**config.mk**
```make
export PLATFORM = sky130hd
export DESIGN_NAME = port_edge_irq
export DESIGN_NICKNAME = d
export VERILOG_FILES = /design/src/rtl/port_edge_irq.sv
export SDC_FILE = /design/constraint.sdc
export NUM_CORES = 1
export LEC_CHECK = 0
export BUFFER_PORTS_ARGS = -buffer_cell sky130_fd_sc_hd__buf_2
export CAP_MARGIN = 20
export CORE_MARGIN = 3
export CORE_UTILIZATION = 58
export CTS_CLUSTER_SIZE = 10
export DETAILED_ROUTE_END_ITERATION = 8
export PLACE_DENSITY = 0.83
export RECOVER_POWER = 25
export SETUP_SLACK_MARGIN = 0.2
export SKIP_CTS_REPAIR_TIMING = 1
export SLEW_MARGIN = 20
export SYNTH_ARGS = -nofsm -noshare
export SYNTH_HDL_FRONTEND = slang
export SYNTH_SLANG_ARGS = --single-unit
```
**constraint.sdc**
```tcl
create_clock -name clk -period 2.7 [get_ports clk]
set_input_delay 0.54 -clock clk [delete_from_list [all_inputs] [get_ports clk]]
set_output_delay 0.54 -clock clk [all_outputs]
set_load 0.02 [all_outputs]
```
**src/rtl/port_edge_irq.sv**
```systemverilog
module port_edge_irq #(
  parameter int NPIN = 8,
  parameter int AW = 8,
  parameter logic [AW-1:0] A_POL  = 8'h65,
  parameter logic [AW-1:0] A_EN   = 8'h66,
  parameter logic [AW-1:0] A_FLAG = 8'h67
) (
  input  logic            clk,
  input  logic            rst_n,
  input  logic [NPIN-1:0] pin_i,
  input  logic            bus_sel,
  input  logic            bus_wr,
  input  logic [AW-1:0]   bus_addr,
  input  logic [NPIN-1:0] bus_wdata,
  output logic [NPIN-1:0] bus_rdata,
  output logic            irq
);

  logic [NPIN-1:0] sync1, sync2, prev;
  logic [NPIN-1:0] pol_q, en_q, flag_q;
  logic [NPIN-1:0] hit, clr;
  logic            wr, pol_wr, en_wr, flag_wr;

  assign wr      = bus_sel & bus_wr;
  assign pol_wr  = wr && (bus_addr == A_POL);
  assign en_wr   = wr && (bus_addr == A_EN);
  assign flag_wr = wr && (bus_addr == A_FLAG);

  assign hit = (sync2 & ~prev & pol_q) | (~sync2 & prev & ~pol_q);
  assign clr = flag_wr ? bus_wdata : '0;

  always_ff @(posedge clk or negedge rst_n) begin
    if (!rst_n) begin
      sync1 <= '0;
      sync2 <= '0;
      prev  <= '0;
    end else begin
      sync1 <= pin_i;
      sync2 <= sync1;
      prev  <= sync2;
    end
  end

  always_ff @(posedge clk or negedge rst_n) begin
    if (!rst_n) begin
      pol_q  <= '0;
      en_q   <= '0;
      flag_q <= '0;
      irq    <= 1'b0;
    end else begin
      if (pol_wr) pol_q <= bus_wdata;
      if (en_wr)  en_q  <= bus_wdata;
      flag_q <= (flag_q & ~clr) | hit;
      irq    <= |(flag_q & en_q);
    end
  end

  always_comb begin
    bus_rdata = '0;
    if (bus_sel) begin
      if (bus_addr == A_POL)       bus_rdata = pol_q;
      else if (bus_addr == A_EN)   bus_rdata = en_q;
      else if (bus_addr == A_FLAG) bus_rdata = flag_q;
    end
  end

endmodule

```
Yosys cells after proc, flatten, opt, wreduce, memory -nomap -nowiden --
Index checks and enable logic that the tools add are counted.
Word-level totals: register bits 49, input bits 28, word-level logic and storage cells 32
Operators by class: equal/unequal tests 3, mux-type cells 5, bitwise operators 13, reduce and logical (&&, ||, !) cells 4
Operators with widths (number):
- $and A8 B8 Y8 | 6
- $mux W8 | 5
- $not A8 Y8 | 4
- $eq A8 B7 Y1 const B | 3
- $or A8 B8 Y8 | 2
- $reduce_or A8 Y1 | 1
- $logic_and A1 B1 Y1 | 3
- $and A1 B1 Y1 | 1

Longest topological paths before layout --
depth after elaboration 6, depth in mapped cells 4

Worst setup path before layout --
Ideal clock, no wire load.
path kind input port to output port, start point input bus_addr[7], end point output bus_rdata[0], data arrival time 1388 ps, data required time 2160 ps, slack 772 ps, stages 4, path buffers 1, path through and4b_1 > buf_2 > nand2_1 > nor2_1
Between the ends: longest elaborated chain between the ends 5, elaborated cells between the ends (all ways) 7
RTL lines:
- from (decl) | RTL line 13 | input logic [AW-1:0] bus_addr,
- $eq A8 B7 Y1 | RTL line 63 | else if (bus_addr == A_FLAG) bus_rdata = flag_q;
- $mux W8 | RTL line 63
- $mux W8 | RTL line 62 | else if (bus_addr == A_EN) bus_rdata = en_q;
- $mux W8 * | RTL line 61 | if (bus_addr == A_POL) bus_rdata = pol_q;
- $mux W8 * | RTL line 60 | if (bus_sel) begin
- to (decl) | RTL line 15 | output logic [NPIN-1:0] bus_rdata,
Mark *: on every way between the ends. The rest lies on a longest branch, timed or not.

Worst setup path in the final report --
start point input bus_addr[7], end point output bus_rdata[5]
Same word-level chain as after synthesis.

==> out/metrics.csv <==
stage,metric,value,unit
clock_tree,clk_lat worst skew,0.35,ns
worst_setup_path,crit end category,output port,
global_route,first-pass GRT wire length,6.216,mm
sta,Fmax,453.5,MHz
sta,Final Setup Violations,0,
sta,slew at the pin closest to its max-slew limit,1.133,ns
floorplanning,Core ar.,3178,sq um
worst_setup_path,Worst Reg-to-Reg Cells,2,
logic_synthesis,sequential-to-total area share from yosys stat,61.21,%
logic_synthesis,Synth Cell Area,2003,sq um
sta,Worst slew margin,24.48,%
detailed_routing,Via density,5.625,
logic_synthesis,count of cell types in the netlist,17,
clock_tree,TritonCTS Buffers,5,
worst_setup_path,critical path required time,2.16,ns
worst_setup_path,crit path max fanout,8,
sta,Final TNS setup,0,ns
detailed_routing,DR pass1 iterations,4,
sta,Final Critical Period,2.205,ns
logic_synthesis,Synth Instances,147,
logic_synthesis,dominant cells by area after synthesis,"dfrtp_1 (61%), mux2_2 (13%), a2111o_1 (4.5%)",
sta,RSZ-0062 raised after global routing,no,
global_route,initial antenna violation count,0,
cells_and_area,area grow syn2layout,13.99,%
logic_synthesis,Synth area leader,dfrtp_1,
global_route,GRT overflow,0,
clock_tree,clock slew seen by the registers of the worst setup and hold paths,0.12,ns
run,max_cap viols,0,
pwr,"Power, Total",1.196,mW
worst_hold_path,Hold Path Cell Cnt,1,
sta,Max Slew Vio Count,0,
logic_synthesis,syn nets,175,
clock_tree,H-tree levels,2,
logic_synthesis,"Avg Cell Area, Syn",13.63,sq um
sta,Max Clock Skew,0.001783,ns
floorplanning,initial core utilization,63.03,%
logic_synthesis,"FF+latch count, synth",49,
worst_hold_path,Hold Crit Class,in -> reg,
status,outcome,finished clean,
floorplanning,Ports,37,
place,I/O Buffers,36,
pwr,LEAKAGE,1.051,nW
detailed_routing,Total Routed Length,3.621,mm
sta,Tcrit/Tclk final,81.68,%
detailed_routing,routed len/inst,15.61,um
cells_and_area,Nets,216,
floorplanning,Std-Cell Rows,20,
clock_tree,clock sinks,49,
clock_tree,CTS tree,yes,
worst_setup_path,CP Class,in -> out,
clock_tree,Root Driver,clkbuf_4,
cells_and_area,layout cell share with drive strength beyond 1,38.30,%
global_route,vias in the first global route,1348,
pwr,power per standard cell area,523.8,nW/um^2
detailed_routing,DRT antenna net count,0,
logic_synthesis,Ys Warns,0,
floorplanning,chip width,64.77,um
cells_and_area,end-of-flow core utilization,71.85,%
cells_and_area,n_diodes,0,
worst_setup_path,Startpoint Class,input pin,
floorplanning,DIE AREA,4195,sq um
cells_and_area,"most common cell after layout, fill and taps aside",dfrtp_1,
place,gpl congestion,0.7665,
floorplanning,Die Ht,64.77,um
global_route,largest net degree at the start of global routing,50,
detailed_routing,vias,1305,
pwr,VDD IR max,370.3,uV
worst_setup_path,Critical Path AT,1.67,ns
clock_tree,CTS max path bufs,2,
global_route,gr usage total,19.69,%
place,DP HPWL,2.623,mm
cells_and_area,most frequent cells in the layout,"dfrtp_1 (49), buf_2 (36), mux2_2 (24), nor2_1 (16), a22oi_1 (12)",
logic_synthesis,fraction of post-synthesis cell area in the top cell type by area,61.21,%
detailed_routing,# DRC,0,
detailed_routing,drt first-iter violations,33,
sta,Final Hold Fails,0,
-- critical path: stages --
cell     delay, ns
buf_2         0.09
and4b_1       0.38
nand2_1       0.27
nor2_1        0.19
buf_2         0.18
-- report_power, final --
group	leakage, nW	internal (mW)	switching, mW
combinational	0.434	0.0441	0.0496
clock	0.0314	0.123	0.203
sequential	0.585	0.761	0.0156
total	1.05	0.928	0.268
-- synth_stat cells (all sizes together) --
| cell type | count |
|---|---|
| a2111o | 8 |
| dfrtp | 49 |
| nand2 | 9 |
| nor3b | 9 |
| mux2 | 24 |
| buf | 3 |
| nor2b | 10 |
| and4b | 1 |
| and2 | 1 |
| nand4 | 4 |
| nor2 | 16 |
| a22oi | 12 |
| clkbuf | 1 |
-- cell families (layout without fill, tap and decap cells) --
family	count (synthesis)	count (layout)	share of synthesized area, %
and+or+nand+nor	50	50	15.18
buffers and inverters	4	45	1.124
AOI/OAI and AO/OA	20	20	8.995
muxes	24	24	13.49
DFF	49	49	61.21
-- worst paths after layout --
check	start	slack, ns	end
setup reg to reg	flag_q[3]$_DFF_PN0_	1.62	flag_q[3]$_DFF_PN0_
min in group asynchronous	rst_n	0.47	flag_q[2]$_DFF_PN0_
setup / recovery	bus_addr[7]	0.49	bus_rdata[5]
hold / removal	pin_i[3]	0.28	sync1[3]$_DFF_PN0_
hold reg to reg	sync1[7]$_DFF_PN0_	0.36	sync2[7]$_DFF_PN0_
max in group asynchronous	rst_n	1.55	flag_q[3]$_DFF_PN0_
-- state kept, by name, summed over array words and instances, names as in the netlist --
register  flops
irq           1
en_q          8
flag_q        8
sync2         8
prev          8
sync1         8
pol_q         8
-- final cells by class --
| class | count | area, sq um |
|---|---|---|
| timing repair buffer | 38 | 192.7 |
| clock buffer | 7 | 55.05 |
| fill | 244 | 894.6 |
| tap | 44 | 55.05 |
| sequential | 49 | 1226 |
| multi-input combinational | 94 | 754.5 |
-- through the flow --
step,cell area (sq um),instances,hold slack (ns),setup WS [ns]
final,2283,232,0.2827,0.4947
after global routing,2283,232,0.2503,0.3881
after detailed placement,2231,225,0.3347,0.5071
after floorplan,2003,147,0.2444,0.7719
after global placement,2231,225,0.3315,0.5418
after CTS,2286,232,0.2644,0.4751
-- layer usage --
metal  share of wire (%)  global-route usage, %  vias up
met5                   0                      0        -
met4                 1.1                  7.916        0
met3                 5.2                  4.506        6
met2                  50                  32.95       34
met1                  44                  24.71      648
li1                    -                      -      617
Note: power is estimated with default switching activity, not from simulation.
